--- src/rtl/mdrv_guard_pkg.sv ---
package mdrv_guard_pkg;

    typedef enum logic [1:0] {
        OC_IDLE  = 2'd0,
        OC_LOCK  = 2'd1,
        OC_ARMED = 2'd2
    } oc_state_e;

    typedef struct packed {
        logic uv_log;
        logic uv_mot;
        logic ot;
        logic oc;
        logic hold_n;
        logic doze_n;
        logic en_n;
    } pins_t;

    localparam int PIN_W = $bits(pins_t);

    // Values the synchroniser holds during reset: asleep, disabled, supplies low.
    localparam pins_t PINS_SAFE = '{uv_log: 1'b1, uv_mot: 1'b1, ot: 1'b0, oc: 1'b0,
                                    hold_n: 1'b0, doze_n: 1'b0, en_n: 1'b1};

    typedef struct packed {
        logic asleep;
        logic uv;
        logic therm;
        logic hold;
        logic dis;
        logic oc_off;
        logic woke;
    } cond_t;

    function automatic int ns_to_cyc(longint hz, longint ns);
        longint c;
        c = ((hz / 64'sd1000) * ns) / 64'sd1000000;
        if (c < 1) c = 1;
        return int'(c);
    endfunction

    function automatic logic drive_ok(cond_t c);
        return !(c.asleep | c.uv | c.therm | c.hold | c.dis | c.oc_off);
    endfunction

    function automatic logic step_gate(cond_t c);
        return c.woke & !(c.asleep | c.uv | c.therm | c.hold);
    endfunction

endpackage

--- src/rtl/mdrv_sync.sv ---
module mdrv_sync #(
    parameter int               WIDTH   = 1,
    parameter int               STAGES  = 2,
    parameter logic [WIDTH-1:0] RST_VAL = '0
) (
    input  logic             clk,
    input  logic             rst,
    input  logic [WIDTH-1:0] din,
    output logic [WIDTH-1:0] dout
);
    generate
        if (STAGES <= 1) begin : g_single
            logic [WIDTH-1:0] q;
            always_ff @(posedge clk) begin
                if (rst) q <= RST_VAL;
                else     q <= din;
            end
            assign dout = q;
        end else begin : g_chain
            logic [STAGES-1:0][WIDTH-1:0] pipe;
            always_ff @(posedge clk) begin
                if (rst) pipe <= {STAGES{RST_VAL}};
                else     pipe <= {pipe[STAGES-2:0], din};
            end
            assign dout = pipe[STAGES-1];
        end
    endgenerate
endmodule

--- src/rtl/mdrv_oc_guard.sv ---
module mdrv_oc_guard
    import mdrv_guard_pkg::*;
#(
    parameter int DEG_CYC   = 75,
    parameter int RETRY_CYC = 40000
) (
    input  logic clk,
    input  logic rst,
    input  logic oc_s,
    input  logic en_n_s,
    input  logic asleep,
    input  logic suppress,
    input  logic hold,
    output logic trip,
    output logic off
);
    localparam int DW = $clog2(DEG_CYC + 1);
    localparam int RW = $clog2(RETRY_CYC + 1);
    localparam logic [DW-1:0] DEG_LAST = DW'(DEG_CYC - 1);
    localparam logic [RW-1:0] RTY_LAST = RW'(RETRY_CYC - 1);

    oc_state_e      st;
    logic [DW-1:0]  deg_cnt;
    logic [RW-1:0]  rty_cnt;
    logic           rty_done;

    assign trip     = (st == OC_IDLE) && oc_s && !suppress && (deg_cnt == DEG_LAST);
    assign rty_done = (rty_cnt == RTY_LAST) && !hold;
    assign off      = (st != OC_IDLE) || trip;

    // Deglitch: consecutive high samples while idle and awake.
    always_ff @(posedge clk) begin
        if (rst || st != OC_IDLE || !oc_s || suppress) deg_cnt <= '0;
        else if (deg_cnt != DEG_LAST)                   deg_cnt <= deg_cnt + 1'b1;
    end

    // Retry interval: frozen while a higher-priority condition holds.
    always_ff @(posedge clk) begin
        if (rst || st == OC_IDLE)                      rty_cnt <= '0;
        else if (!hold && rty_cnt != RTY_LAST)         rty_cnt <= rty_cnt + 1'b1;
    end

    always_ff @(posedge clk) begin
        if (rst) begin
            st <= OC_IDLE;
        end else begin
            unique case (st)
                OC_IDLE:  if (trip) st <= OC_LOCK;
                OC_LOCK: begin
                    if (rty_done)                st <= OC_IDLE;
                    else if (!asleep && en_n_s)  st <= OC_ARMED;
                end
                OC_ARMED: if (rty_done || (!asleep && !en_n_s)) st <= OC_IDLE;
                default:  st <= OC_IDLE;
            endcase
        end
    end
endmodule

--- src/rtl/mdrv_wake.sv ---
module mdrv_wake #(
    parameter int WAKE_CYC = 50000
) (
    input  logic clk,
    input  logic rst,
    input  logic awake,
    output logic done
);
    localparam int CW = $clog2(WAKE_CYC + 1);
    localparam logic [CW-1:0] LAST = CW'(WAKE_CYC);

    logic [CW-1:0] cnt;

    assign done = (cnt == LAST);

    always_ff @(posedge clk) begin
        if (rst || !awake) cnt <= '0;
        else if (!done)    cnt <= cnt + 1'b1;
    end
endmodule

--- src/rtl/mdrv_onset.sv ---
module mdrv_onset #(
    parameter int           W       = 1,
    parameter logic [W-1:0] RST_VAL = '0
) (
    input  logic         clk,
    input  logic         rst,
    input  logic [W-1:0] lvl,
    output logic [W-1:0] rise
);
    for (genvar i = 0; i < W; i++) begin : g_bit
        logic prev;
        always_ff @(posedge clk) begin
            if (rst) prev <= RST_VAL[i];
            else     prev <= lvl[i];
        end
        assign rise[i] = lvl[i] & ~prev;
    end
endmodule

--- src/rtl/mdrv_guard.sv ---
module mdrv_guard
    import mdrv_guard_pkg::*;
#(
    parameter int unsigned CLK_HZ      = 50_000_000,
    parameter int unsigned DEGLITCH_NS = 1_500,
    parameter int unsigned RETRY_NS    = 800_000,
    parameter int unsigned WAKE_NS     = 1_000_000,
    parameter int          SYNC_STAGES = 2
) (
    input  logic clk,
    input  logic rst,
    input  logic bridge_en_n,
    input  logic doze_n,
    input  logic idx_hold_n,
    input  logic oc_raw,
    input  logic ot_raw,
    input  logic uv_mot_raw,
    input  logic uv_log_raw,
    output logic bridge_oe,
    output logic home_clr,
    output logic step_ok
);
    localparam int DEG_CYC   = ns_to_cyc(longint'(CLK_HZ), longint'(DEGLITCH_NS));
    localparam int RETRY_CYC = ns_to_cyc(longint'(CLK_HZ), longint'(RETRY_NS));
    localparam int WAKE_CYC  = ns_to_cyc(longint'(CLK_HZ), longint'(WAKE_NS));
    localparam int EV_W      = 3;

    pins_t             raw_pins;
    pins_t             pins;
    logic [PIN_W-1:0]  pins_vec;
    cond_t             cond;
    logic              oc_trip, oc_off, woke;
    logic [EV_W-1:0]   ev_lvl, ev_rise;

    assign raw_pins = '{uv_log: uv_log_raw, uv_mot: uv_mot_raw, ot: ot_raw, oc: oc_raw,
                        hold_n: idx_hold_n, doze_n: doze_n, en_n: bridge_en_n};

    mdrv_sync #(
        .WIDTH  (PIN_W),
        .STAGES (SYNC_STAGES),
        .RST_VAL(PIN_W'(PINS_SAFE))
    ) u_sync (
        .clk (clk),
        .rst (rst),
        .din (PIN_W'(raw_pins)),
        .dout(pins_vec)
    );

    assign pins = pins_t'(pins_vec);

    always_comb begin
        cond.asleep = !pins.doze_n;
        cond.uv     = pins.uv_mot | pins.uv_log;
        cond.therm  = pins.ot & !cond.asleep;
        cond.hold   = !pins.hold_n & !cond.asleep;
        cond.dis    = pins.en_n;
        cond.oc_off = oc_off;
        cond.woke   = woke;
    end

    mdrv_oc_guard #(
        .DEG_CYC  (DEG_CYC),
        .RETRY_CYC(RETRY_CYC)
    ) u_oc (
        .clk     (clk),
        .rst     (rst),
        .oc_s    (pins.oc),
        .en_n_s  (pins.en_n),
        .asleep  (cond.asleep),
        .suppress(cond.asleep | cond.uv),
        .hold    (cond.asleep | cond.uv | cond.therm),
        .trip    (oc_trip),
        .off     (oc_off)
    );

    mdrv_wake #(
        .WAKE_CYC(WAKE_CYC)
    ) u_wake (
        .clk  (clk),
        .rst  (rst),
        .awake(!cond.asleep),
        .done (woke)
    );

    assign ev_lvl = {cond.uv, cond.therm, cond.hold};

    mdrv_onset #(
        .W      (EV_W),
        .RST_VAL(3'b100)
    ) u_onset (
        .clk (clk),
        .rst (rst),
        .lvl (ev_lvl),
        .rise(ev_rise)
    );

    always_ff @(posedge clk) begin
        if (rst) begin
            bridge_oe <= 1'b0;
            step_ok   <= 1'b0;
            home_clr  <= 1'b0;
        end else begin
            bridge_oe <= drive_ok(cond);
            step_ok   <= step_gate(cond);
            home_clr  <= oc_trip | (|ev_rise);
        end
    end
endmodule

--- config.mk ---
export PLATFORM = sky130hd
export DESIGN_NAME = mdrv_guard
export DESIGN_NICKNAME = d
export VERILOG_FILES = /design/src/rtl/mdrv_guard_pkg.sv /design/src/rtl/mdrv_sync.sv /design/src/rtl/mdrv_oc_guard.sv /design/src/rtl/mdrv_wake.sv /design/src/rtl/mdrv_onset.sv /design/src/rtl/mdrv_guard.sv
export SDC_FILE = /design/constraint.sdc
export NUM_CORES = 1
export LEC_CHECK = 0
export BUFFER_PORTS_ARGS = -buffer_cell sky130_fd_sc_hd__buf_2
export CAP_MARGIN = 5
export CELL_PAD_IN_SITES_DETAIL_PLACEMENT = 0
export CELL_PAD_IN_SITES_GLOBAL_PLACEMENT = 1
export CORE_MARGIN = 3
export CORE_UTILIZATION = 25
export CTS_BUF_LIST = sky130_fd_sc_hd__clkbuf_4 sky130_fd_sc_hd__clkbuf_8
export CTS_CLUSTER_SIZE = 14
export DETAILED_ROUTE_END_ITERATION = 7
export PLACE_DENSITY = 0.47
export SLEW_MARGIN = 10
export SYNTH_ARGS = -nofsm -noshare
export SYNTH_HDL_FRONTEND = slang
export SYNTH_HIERARCHICAL = 1
export SYNTH_SLANG_ARGS = --single-unit
--- constraint.sdc ---
create_clock -name clk -period 2 [get_ports clk]
set_clock_uncertainty 0.05 [all_clocks]
set_input_delay 0.4 -clock clk [delete_from_list [all_inputs] [get_ports clk]]
set_output_delay 0.4 -clock clk [all_outputs]
set_load 0.005 [all_outputs]
# After elaboration in Yosys (flattened, before gate mapping)
# Cells that the tools add are included.
[word_totals]
word_cells = 72
output_inout_bits = 3
register_bits = 61
[classes]
n_addsub = 3
n_reduce_logical = 26
n_mux = 5
eq_ne = 10
n_bitwise = 16
[op_table]
columns = ["cell", "count"]
rows = [
  ["$add 16x1->16 const B", 2],
  ["$eq 16x16->1 const B", 2],
  ["$ne 16x16->1 const B", 1],
  ["$logic_not 1->1", 8],
  ["$mux 2", 4],
  ["$add 7x1->7 const B", 1],
  ["$eq 7x7->1 const B", 1],
  ["$logic_and 1x1->1", 7],
  ["$logic_or 1x1->1", 7],
  ["$ne 7x7->1 const B", 1],
  ["$or 1x1->1", 7],
  ["$and 1x1->1", 6],
  ["$pmux 2 s3", 1],
  ["$ne 3x1->1 const B", 1],
  ["$not 1->1", 3],
  ["$reduce_and 3->1", 1],
  ["$reduce_or 3->1", 1],
  ["$eq 2x1->1 const B", 1],
  ["$eq 2x2->1 const B", 1],
  ["$logic_not 2->1", 1],
  ["$ne 2x1->1 const B", 1],
  ["$ne 2x2->1 const B", 1],
  ["$reduce_bool 2->1", 1],
]

# Depth between registers and ports, before layout
# Gate-level depths: netlist (run 1).
[depth]
depth_word = 8
ltp_mapped = 8
mapped_depth_nobuf = 7

# Hierarchy
# The synthesis (run 1) kept the hierarchy.
[modules_own_cells]
columns = ["module", "n_inst", "seq_area_each_um2", "cells_each", "area_per_inst_um2"]
rows = [
  ["mdrv_oc_guard", 1, 500.5, 141, 1261.2],
  ["mdrv_wake", 1, 320.3, 86, 779.5],
  ["mdrv_sync", 1, 280.3, 36, 436.7],
  ["mdrv_guard", 1, 60.1, 15, 147.6],
  ["mdrv_onset", 1, 60.1, 9, 97.6],
]

# Worst setup path before layout (run 1)
# No wires, ideal clock.
[synth_path]
kind = "flip-flop to flip-flop"
start = "reg u_sync.g_chain.pipe (netlist bit u_sync/dout[4])"
end = "reg u_oc.rty_cnt[12]"
path_buffers = 1
t_arrival_ns = 1.960
required_ns = 1.880
period_less_slack_ns = 2.079
slack_ns = -0.079
path_stages_with_launch = 7
path_cell_list = "dfxtp_1 -> buf_4 -> or4b_4 -> and2b_4 -> nand3_4 -> or4_1 -> a21oi_1"
[synth_via]
elab_chain_cells = 4
[synth_lines]
columns = ["element", "line_no", "text"]
rows = [
  ["from (decl)", "mdrv_sync.sv:20", "logic [STAGES-1:0][WIDTH-1:0] pipe;"],
  ["from (signal assigned)", "mdrv_sync.sv:22", "if (rst) pipe <= {STAGES{RST_VAL}};"],
  ["from (signal assigned)", "mdrv_sync.sv:23", "else pipe <= {pipe[STAGES-2:0], din};"],
  ["$and 1x1->1", "mdrv_guard.sv:54", "cond.therm = pins.ot & !cond.asleep;"],
  ["$or 1x1->1", "mdrv_guard.sv:71", ".hold (cond.asleep | cond.uv | cond.therm),"],
  ["$logic_not 1->1", "mdrv_oc_guard.sv:40", "else if (!hold && rty_cnt != RTY_LAST) rty_cnt <= rty_cnt + 1'b1;"],
  ["$logic_and 1x1->1", "mdrv_oc_guard.sv:40", ""],
  ["to (signal assigned)", "mdrv_oc_guard.sv:40", ""],
  ["to (decl)", "mdrv_oc_guard.sv:24", "logic [RW-1:0] rty_cnt;"],
]
# Every way passes these cells.
# A chain may end at the register's enable or synchronous reset.

# Worst setup path after layout (run 1)
# Ends and elaborated chain as after synthesis.

==> metrics, run 1 <==
mux cell area share after synthesis between 1 and 1.5%; switch share between 20% and 30%; power density cells a little over 700 nW/um2; RSZ-0062 raised after global routing yes; Ys Warns 6; num rows 37; RR Startpoint u_sync/dout[4]; adder-cell share of the synthesized area 2.30%; largest net degree at the start of global routing 22; placed cells between 400 and 500; Pins Over Slew Limit 0; CTS clock-pin slew for the worst setup and hold paths ~0.07 ns; critical path launch point u_sync/dout[4]; clk_lat worst skew 0.33 ns; area grow syn2layout 15.2%; Internal Power 1.76 mW; Sw Pwr about 500 uW; combinational power share under 10%; fmax 0.508 GHz; final setup fails 0; cell area after placement 2940 um2; Setup crit start kind flip-flop; CTS Root Cell clkbuf_8; Setup Buffers After CTS 0; I/O pin count 12; final wirelength approximately 5500 um; Post-Syn Area 2720 um2; Cell Chain, Critical Path or4b_4, and2b_4, nand3_4, or4_4, a21oi_2; CP Capture Point u_oc/rty_cnt[12]; Setup crit end kind flip-flop; compound-gate portion of the synthesized area 5.93%; largest family of logic cells by synthesized area simple AND/OR/NAND/NOR gates; CTS buffer count 9; port buffer count 11; Critical R2R Capture u_oc/rty_cnt[12]; Critical Path RT between 2 and 2.5 ns; Leak 1.08 nW; Post-DRT Antenna Nets 0; critical path peak fanout 6; clock sink count slightly above 60; critical path type flip-flop to flip-flop; Clock power frac a little over two fifths; global-route wire length before repair ~9500 um; Synth Instances between 200 and 300; detailed-route DRC error count 0; Die X between 100 and 150 um; number of synthesized flops with an enable pin 0; global placer's final weighted congestion 0.689; delay of the slowest critical-path stage approximately 0.56 ns; Hold Path Class input pin to flip-flop; R2R setup slack 0.03 ns; Final Cycle Share 98.3%; Final Non-Filler Cells 450; drt pass-1 iters 4; Starting Density roughly a quarter; Worst-Margin Slew 0.539 ns; fraction of layout cells with a size suffix above 1 between 10% and 20%; routed vias 1998; Finished Cell Area approximately 3100 um2; most used flip-flop cell after synthesis dfxtp_1; post-DP HPWL about 3800 um; Layout fillers between 1000 and 1500; Syn Area/Cell 9.49 um2; Post-Synth XOR/XNOR Area around 8.4%; cts hold-fix bufs 0; final hold slack approximately 0.19 ns; Slowest-stage cell, CP or4b_4; drt via density 4.44; final net count 323; Mapped Nets around 300; Reg area 1220 um2; sequential share of the synthesized area roughly 45%; CTS tree done; Gates resized, CTS repair 0; Ant. Diodes 0; H-tree depth 3; worst vdd ir approximately 0.25 mV; min-delay src uv_log_raw; r2r worst-path depth 5; Die Ht ~110 um; Yosys reg bits a little over 60; Post-synth ARST share 0%; GRT Util Overall roughly a tenth; vias in the first global route ~2000; multi-input logic area about 1400 um2; register share of total power a little over half; Max Buffers Root-to-Sink 2; Simple-Gate Fraction of Synth Area roughly a third; drt wl/cell 12.2 um; status complete, no violations; crit path DAT between 2 and 2.5 ns; GRT overflow 0; Die ar. 12200 um2; Hold Violations, Final 0; post-route minimum period approximately 2 ns; Core Footprint approximately 10000 um2; Netlist cell types between 50 and 60; Rel. slew slack between 60% and 70%; initial antenna violation count 0; Max-Cap Viols 0; Iter 0 DRT Violations 100
[final cells by class]
| class | count | area share, % |
|---|---|---|
| timing repair buffer | 23 | 4.63 |
| inverter | 10 | 1.20 |
| sequential | 61 | 38.9 |
| multi-input combinational | 204 | 44.2 |
| clock buffer | 12 | 4.87 |
| tap | 136 | 5.42 |
| clock inverter | 4 | 0.758 |
[cells in the mapped netlist, types with 4 or more instances]
cell type	number	area (um2)
a21oi_1	5	25.0
and2b_1	4	30.0
buf_4	7	52.6
dfxtp_1	61	1220
ha_1	5	62.6
inv_1	10	37.5
nand2_1	12	45.0
nand3_1	15	75.1
nand4_1	8	50.1
nor2_1	38	143
nor2b_1	10	62.6
nor3_1	8	40.0
nor4_1	9	56.3
or2_1	7	43.8
xnor2_1	18	158
xor2_1	8	70.1
[per-layer routing]
metal | vias to the layer above | global-route usage, % | wire [um] | part of all wire, %
li1 | 1048 | - | - | -
met1 | 921 | 14.0 | 2840 | 52
met2 | 22 | 14.2 | 2430 | 44
met3 | 7 | 2.50 | 135 | 2.5
met4 | 0 | 6.42 | 95 | 1.7
met5 | - | 0 | 0 | 0
[layout by cell type (no fill, tap or decap), types with 3 or more instances in the layout]
cell,count
a21oi_1,4
and2b_1,4
and3_1,3
buf_2,11
buf_4,12
clkbuf_8,10
clkinv_2,3
dfxtp_1,61
ha_1,5
inv_1,10
mux2i_1,3
nand2_1,12
nand2b_1,3
nand3_1,15
nand3b_1,3
nand4_1,8
nand4b_1,3
nor2_1,38
nor2b_1,9
nor3_1,8
nor4_1,8
o21ai_0,3
or2_1,7
or2_2,3
or3_1,3
xnor2_1,18
xor2_1,8
[flip-flops by register name, indices dropped and copies added (netlist names)]
register             cells
u_oc/st                  2
u_onset/g_bit.prev       3
u_oc/rty_cnt            16
u_sync/dout              7
u_sync/g_chain.pipe      7
bridge_oe                1
u_wake/cnt              16
step_ok                  1
home_clr                 1
u_oc/deg_cnt             7
[worst max-delay path, delay by kind of cell (launching register included)]
family             cells  cell delay (ns)
and+or+nand+nor        4             1.43
DFF                    1             0.31
AOI/OAI and AO/OA      1             0.12
[kinds of logic after synthesis]
group / count (synthesis)
AND/OR/NAND/NOR: 148
flip-flops: 61
XOR/XNOR: 26
AO/OA/AOI/OAI: 22
buffers and inverters: 22
adder cells (fa/ha/maj): 5
multiplexers: 3
[power by group through the flow]
stage,logic (mW),registers (mW),clock network [mW]
after floorplan,0.0302,1.26,0
after global placement,0.0401,1.26,0
after detailed placement,0.0402,1.26,0
after CTS,0.0402,1.24,1.05
after global routing,0.0449,1.24,1.09
final,0.0390,1.24,0.989
[worst min-delay path by stage]
stage / depth (start not counted) / slack (ns) / to
6_report: 2 / 0.19 / u_sync/g_chain.pipe[6]
5_1_grt: 2 / 0.17 / u_sync/g_chain.pipe[6]
4_1_cts: 2 / 0.16 / u_sync/g_chain.pipe[6]
3_5_place_dp: 1 / 0.34 / u_sync/dout[0]
3_3_place_gp: 1 / 0.34 / u_sync/dout[0]
2_1_floorplan: 1 / 0.33 / u_sync/dout[0]
[per-stage QoR]
step | setup TNS [ns] | total power [mW] | setup slack (ns) | util, %
after global placement | 0 | 1.30 | 0.0623 | 28.1
after floorplan | -0.0622 | 1.29 | -0.0622 | -
after detailed placement | 0 | 1.30 | 0.0484 | 28.1
after CTS | 0 | 2.32 | 0.0129 | 29.8
after global routing | -0.0410 | 2.37 | -0.0389 | 30.0
final | 0 | 2.26 | 0.0334 | 30.0
Power figures use the tool's default switching activity.
==> inputs of run 2 (changes only) <==
- ABC_AREA: not set -> 1
- CORE_UTILIZATION: 25 -> 42
- GPL_TIMING_DRIVEN: not set -> 0
- PLACE_DENSITY: 0.47 -> 0.77
==> run 2 against run 1 <==
  * Clock power increased by 11%
  * Utilization increased by 19 points
  * Maximum frequency grew 12%
  * Non-clock buffer count unchanged
  * Cell area grew 13%
  * Flip-flop and latch count unchanged
  * Largest cell class unchanged
  * Register-to-register slack improved by 0.21 ns
  * Worst hold slack worse by 0.0043 ns
  * Final cell count grew 32%
  * Combinational power grew 97%
  * Die area decreased by 29%
  * Power increased by 6.4%
==> metrics, run 2 <==
clk_lat worst skew 0.33 ns (about the same); Post-Syn Area 3170 um2 (+16%); most frequent cells in the layout nand2_1, nor2_1, inv_1, dfxtp_1, nand3_1; Internal Power 1.84 mW (+4.8%); Hold Path Class input pin to flip-flop; hold path depth 3 (+1); drt pass-1 iters 4 (unchanged); critical path peak fanout 10 (+4); critical path type flip-flop to flip-flop; GRT overflow 0 (unchanged); Setup crit end kind flip-flop; H-tree depth 3 (unchanged); drt via density 4.50 (+1.3%); area grow syn2layout 11.9%; Netlist cell types 35 (-33%); routed vias 2671 (+34%); power density cells 679 nW/um2 (-5.9%); Sw Pwr 566 uW (+12%); global-route wire length before repair 11000 um (+16%); Setup Buffers After CTS 0 (unchanged); Starting Density 43.4% (+17 points); most common cell after layout, fill and taps aside nand2_1; Pins Over Slew Limit 0 (unchanged); I/O pin count 12 (unchanged); largest net degree at the start of global routing 13 (-41%); GRT Util Overall 15.8% (+5.6 points); most used flip-flop cell after synthesis dfxtp_1; cts hold-fix bufs 0 (unchanged); Die ar. 8620 um2 (-29%); Rel. slew slack 66.9% (+3.3 points); Final Cycle Share 87.6% (-11 points); r2r worst-path depth 8 (+3); status complete, no violations; cell area after placement 3350 um2 (+14%); CTS tree done; Die Ht 92.8 um (-16%); worst vdd ir 0.324 mV (+32%); port buffer count 11 (unchanged); Hold Violations, Final 0 (unchanged); Post-synth ARST share 0% (unchanged); Worst-Margin Slew 0.496 ns (-0.0426 ns); register share of total power 51.3% (-3.3 points); Yosys top cell by area dfxtp_1; combinational power share 3.2% (+1.5 points); number of synthesized flops with an enable pin 0 (unchanged); sequential share of the synthesized area 38.6% (-6.3 points); Ys Warns 6 (unchanged); post-route minimum period 1.75 ns (-0.214 ns); most common cell in the synthesized netlist nand2_1; vias in the first global route 2503 (+28%); crit path DAT 1.96 ns (-0.23 ns); setup_tns 0 ns (unchanged); final setup fails 0 (unchanged); Yosys reg bits 61 (unchanged); RSZ-0062 raised after global routing no; post-DP HPWL 4520 um (+18%); initial antenna violation count 0 (unchanged); Clock power frac 45.5% (+1.8 points); Mapped Nets 482 (+60%); CTS Root Cell clkbuf_8; Finished Cell Area 3540 um2 (+13%); Gates resized, CTS repair 0 (unchanged); Tot Pwr 2.41 mW (+6.4%); synth cell count leaders nand2_1, nor2_1, inv_1; Syn Area/Cell 6.77 um2 (-29%); Max Buffers Root-to-Sink 2 (unchanged); drt wl/cell 10.1 um (-17%); CTS clock-pin slew for the worst setup and hold paths 0.08 ns (about the same); Post-DRT Antenna Nets 0 (unchanged); Synth Instances 468 (+63%); final net count 504 (+56%); detailed-route DRC error count 0 (unchanged); fraction of layout cells with a size suffix above 1 15.6% (-3.2 points); Setup WS pre-CTS 0.272 ns (+0.224 ns); clock sink count 61 (unchanged); Leak 1.38 nW (+28%); Iter 0 DRT Violations 104 (+4.0%); Ant. Diodes 0 (unchanged); final wirelength 6020 um (+9.5%); Die X 92.8 um (-16%); num rows 31 (-16%); final core utilization 48.6% (+19 points); Core Footprint 7290 um2 (-30%); global placer's final weighted congestion 0.804 (+17%); CTS buffer count 9 (unchanged); Synth area leaders dfxtp_1, nand2_1, nor2_1, inv_1, nand3_1; Critical Path RT 2.21 ns (-0.02 ns); final setup margin 0.248 ns (+0.214 ns); top cell type's share of synthesized area 38.6% (-6.3 points); top flop regs u_oc/rty_cnt: 16 flops, u_wake/cnt: 16 flops; fmax 0.571 GHz (+12%); switch share 23.5% (+1.2 points); Max-Cap Viols 0 (unchanged); Setup crit start kind flip-flop
run 2: area by class of cell:
class	count	area (um2)
Fill cell	807	3750
Tap cell	99	124
Sequential cell	61	1220
Multi-Input combinational cell	317	1550
Buffer	12	95.1
Clock buffer	9	124
Inverter	78	298
Timing Repair Buffer	11	55.1
Clock inverter	7	75.1
run 2: layer usage:
layer	vias up	track usage, %	routed length (um)	share of wire [%]
met2	24	25.0	2740	45
met1	1170	20.8	3100	52
met3	2	3.17	141	2.3
li1	1475	-	-	-
met5	-	0	0	0
met4	0	6.59	38	0.63
run 2: per-stage QoR:
stage,std cells,hold WS [ns]
2_1_floorplan,468,0.337
3_3_place_gp,578,0.340
3_5_place_dp,578,0.345
4_1_cts,594,0.164
5_1_grt,594,0.174
6_report,594,0.183
run 2: critical path, cell delays in order (launching register included):
cell     delay, ns
dfxtp_1       0.41
ha_1          0.31
nand3_4       0.13
nor2_2        0.20
a21oi_4       0.13
inv_2         0.10
buf_6         0.15
nand2_1       0.06
a21oi_1       0.13
run 2: cell families (layout without fill, tap and decap cells):
family | after synthesis | in the layout | synth area share [%]
adder cells (fa/ha/maj) | 5 | 5 | 1.98
AO/OA/AOI/OAI | 41 | 41 | 7.35
AND/OR/NAND/NOR | 259 | 259 | 36.4
buffers and inverters | 90 | 117 | 12.4
XOR/XNOR | 12 | 12 | 3.32
flip-flops | 61 | 61 | 38.6
run 2: power by group through the flow:
stage	clock network, mW	registers, mW	logic (mW)
finish	1.10	1.24	0.0770
global route	1.20	1.24	0.0917
CTS	1.14	1.24	0.0786
detailed placement	0	1.26	0.0785
global placement	0	1.26	0.0776
floorplan	0	1.26	0.0563
run 2: path summary, 6_finish.rpt:
kind,startpoint,endpoint,slack (ns)
worst min-delay path,uv_mot_raw,u_sync/g_chain.pipe[5],0.18
worst max-delay path,u_oc/rty_cnt[0],u_oc/rty_cnt[7],0.25
worst max register to register,u_oc/rty_cnt[0],u_oc/rty_cnt[7],0.25
worst min register to register,u_sync/g_chain.pipe[2],u_sync/dout[2],0.35
==> inputs of run 3 (changes only) <==
- CORE_UTILIZATION: 42 -> 40
- CTS_BUF_LIST: sky130_fd_sc_hd__clkbuf_4 sky130_fd_sc_hd__clkbuf_8 -> sky130_fd_sc_hd__clkbuf_16
- PLACE_DENSITY: 0.77 -> 0.74
==> run 3 against run 2 <==
  * Flip-flop and latch count did not move
  * Cell area grew 2.9%
  * Maximum frequency decreased by 0.21%
  * Die area rose by 4.7%
  * Critical endpoint is now u_oc/rty_cnt[15]
==> metrics, run 3 (synthesis results as in run 2) <==
Iter 0 DRT Violations 107 (+2.9%); final wirelength 6170 um (+2.5%); Die Ht 95.0 um (+2.3%); post-DP HPWL 4600 um (+1.7%); CTS clock-pin slew for the worst setup and hold paths 0.06 ns (-0.02 ns); Setup crit start kind flip-flop; Post-DRT Antenna Nets 0 (unchanged); I/O pin count 12 (unchanged); port buffer count 11 (unchanged); vias in the first global route 2499 (-0.16%); Slowest-stage cell, CP dfxtp_1; post-route minimum period 1.76 ns (+0.00375 ns); fraction of layout cells with a size suffix above 1 15.4% (-0.20 points); initial antenna violation count 0 (unchanged); Die X 95.0 um (+2.3%); Die ar. 9020 um2 (+4.7%); Setup crit end kind flip-flop; crit path DAT 1.95 ns (about the same); worst vdd ir 0.481 mV (+48%); final net count 504 (unchanged); Hold Path Class input pin to flip-flop; WP buf/inv 2 (unchanged); Cell Chain, Critical Path ha_1, nand3_4, nor2_2, a21oi_4, inv_2, buf_6, nand2_1, a21oi_1; delay of the slowest critical-path stage 0.41 ns (about the same); GRT Util Overall 15.9% (+0.078 points); Final Cycle Share 87.8% (+0.19 points); final setup fails 0 (unchanged); GRT overflow 0 (unchanged); critical path peak fanout 10 (unchanged); CTS buffer count 9 (unchanged); drt pass-1 iters 4 (unchanged); Rel. slew slack 62.7% (-4.2 points); Ant. Diodes 0 (unchanged); detailed-route DRC error count 0 (unchanged); setup_tns 0 ns (unchanged); most frequent cells in the layout nand2_1, nor2_1, inv_1, dfxtp_1, nand3_1; Pins Over Slew Limit 0 (unchanged); Worst-Margin Slew 0.559 ns (+0.0630 ns); cts hold-fix bufs 0 (unchanged); Setup Buffers After CTS 0 (unchanged); H-tree depth 3 (unchanged); Max Buffers Root-to-Sink 2 (unchanged); Core Footprint 7450 um2 (+2.1%); routed vias 2657 (-0.52%); CTS Root Cell clkbuf_16; RSZ-0062 raised after global routing no; drt via density 4.47 (-0.52%); global-route wire length before repair 11200 um (+2.1%); clk_lat worst skew 0.32 ns (about the same); Final Non-Filler Cells 594 (unchanged); Max-Cap Viols 0 (unchanged); Leak 1.43 nW (+3.5%); most common cell after layout, fill and taps aside nand2_1; status complete, no violations; largest net degree at the start of global routing 13 (unchanged); largest delay contributor family on the critical path flip-flops; global placer's final weighted congestion 0.778 (-3.3%); clock sink count 61 (unchanged); drt wl/cell 10.4 um (+2.5%); power density cells 780 nW/um2 (+15%); Hold Violations, Final 0 (unchanged); Gates resized, CTS repair 0 (unchanged); placed cells 578 (unchanged); area grow syn2layout 15.1%; fmax 0.569 GHz (-0.21%); Critical Path RT 2.19 ns (-0.02 ns); CTS tree done; multi-input logic area 1550 um2 (unchanged); critical path type flip-flop to flip-flop; top flop regs u_oc/rty_cnt: 16 flops, u_wake/cnt: 16 flops; Starting Density 42.5% (-0.90 points); num rows 31 (unchanged); Layout fillers 785 (-2.7%); Reg area 1220 um2 (unchanged)
[run 3: cell count changes in the layout (fill, tap and decap cells not counted), sizes merged]
cell,before,now
clkinv,4,5
clkinvlp,3,2
[run 3: through the flow]
step	setup slack [ns]	hold WS (ns)	util, %	instance area [um2]	power, mW
6_report	0.244	0.201	49.0	3650	2.85
5_1_grt	0.0913	0.209	49.0	3650	2.95
4_1_cts	0.253	0.190	49.0	3650	2.89
3_5_place_dp	0.281	0.342	44.9	3350	1.34
3_3_place_gp	0.280	0.340	44.9	3350	1.34
2_1_floorplan	0.523	0.337	-	3170	1.32
[run 3: path summary, 6_finish.rpt]
path	startpoint	cells after the start	end	slack, ns
max	u_oc/rty_cnt[0]	8	u_oc/rty_cnt[15]	0.24
min	uv_log_raw	3	u_sync/g_chain.pipe[6]	0.20
max reg2reg	u_oc/rty_cnt[0]	8	u_oc/rty_cnt[15]	0.24
min reg2reg	u_sync/g_chain.pipe[1]	2	u_sync/dout[1]	0.35
[run 3: metal layers]
metal,global-route usage [%],vias to the layer above,routed length [um]
li1,-,1474,-
met1,21.3,1143,3200
met2,24.5,35,2690
met3,4.06,5,213
met4,5.77,0,70
met5,0,-,0
[run 3: where the power goes]
| group | leakage, nW | switching (mW) | internal (mW) |
|---|---|---|---|
| combinational | 0.798 | 0.0459 | 0.0317 |
| clock | 0.140 | 0.563 | 0.967 |
| sequential | 0.495 | 0.00473 | 1.23 |
[run 3: layout make-up]
type	instances	area share, %
multi-input combinational	317	42.6
sequential	61	33.5
inverter	78	8.17
clock buffer	9	6.18
tap	99	3.40
buffer	12	2.61
clock inverter	7	2.06
timing repair buffer	11	1.51
[run 3: tightest hold or removal path, delay by kind of cell]
family	cells	cell delay (ns)
buf+inv	2	0.10
simple gates	1	0.04
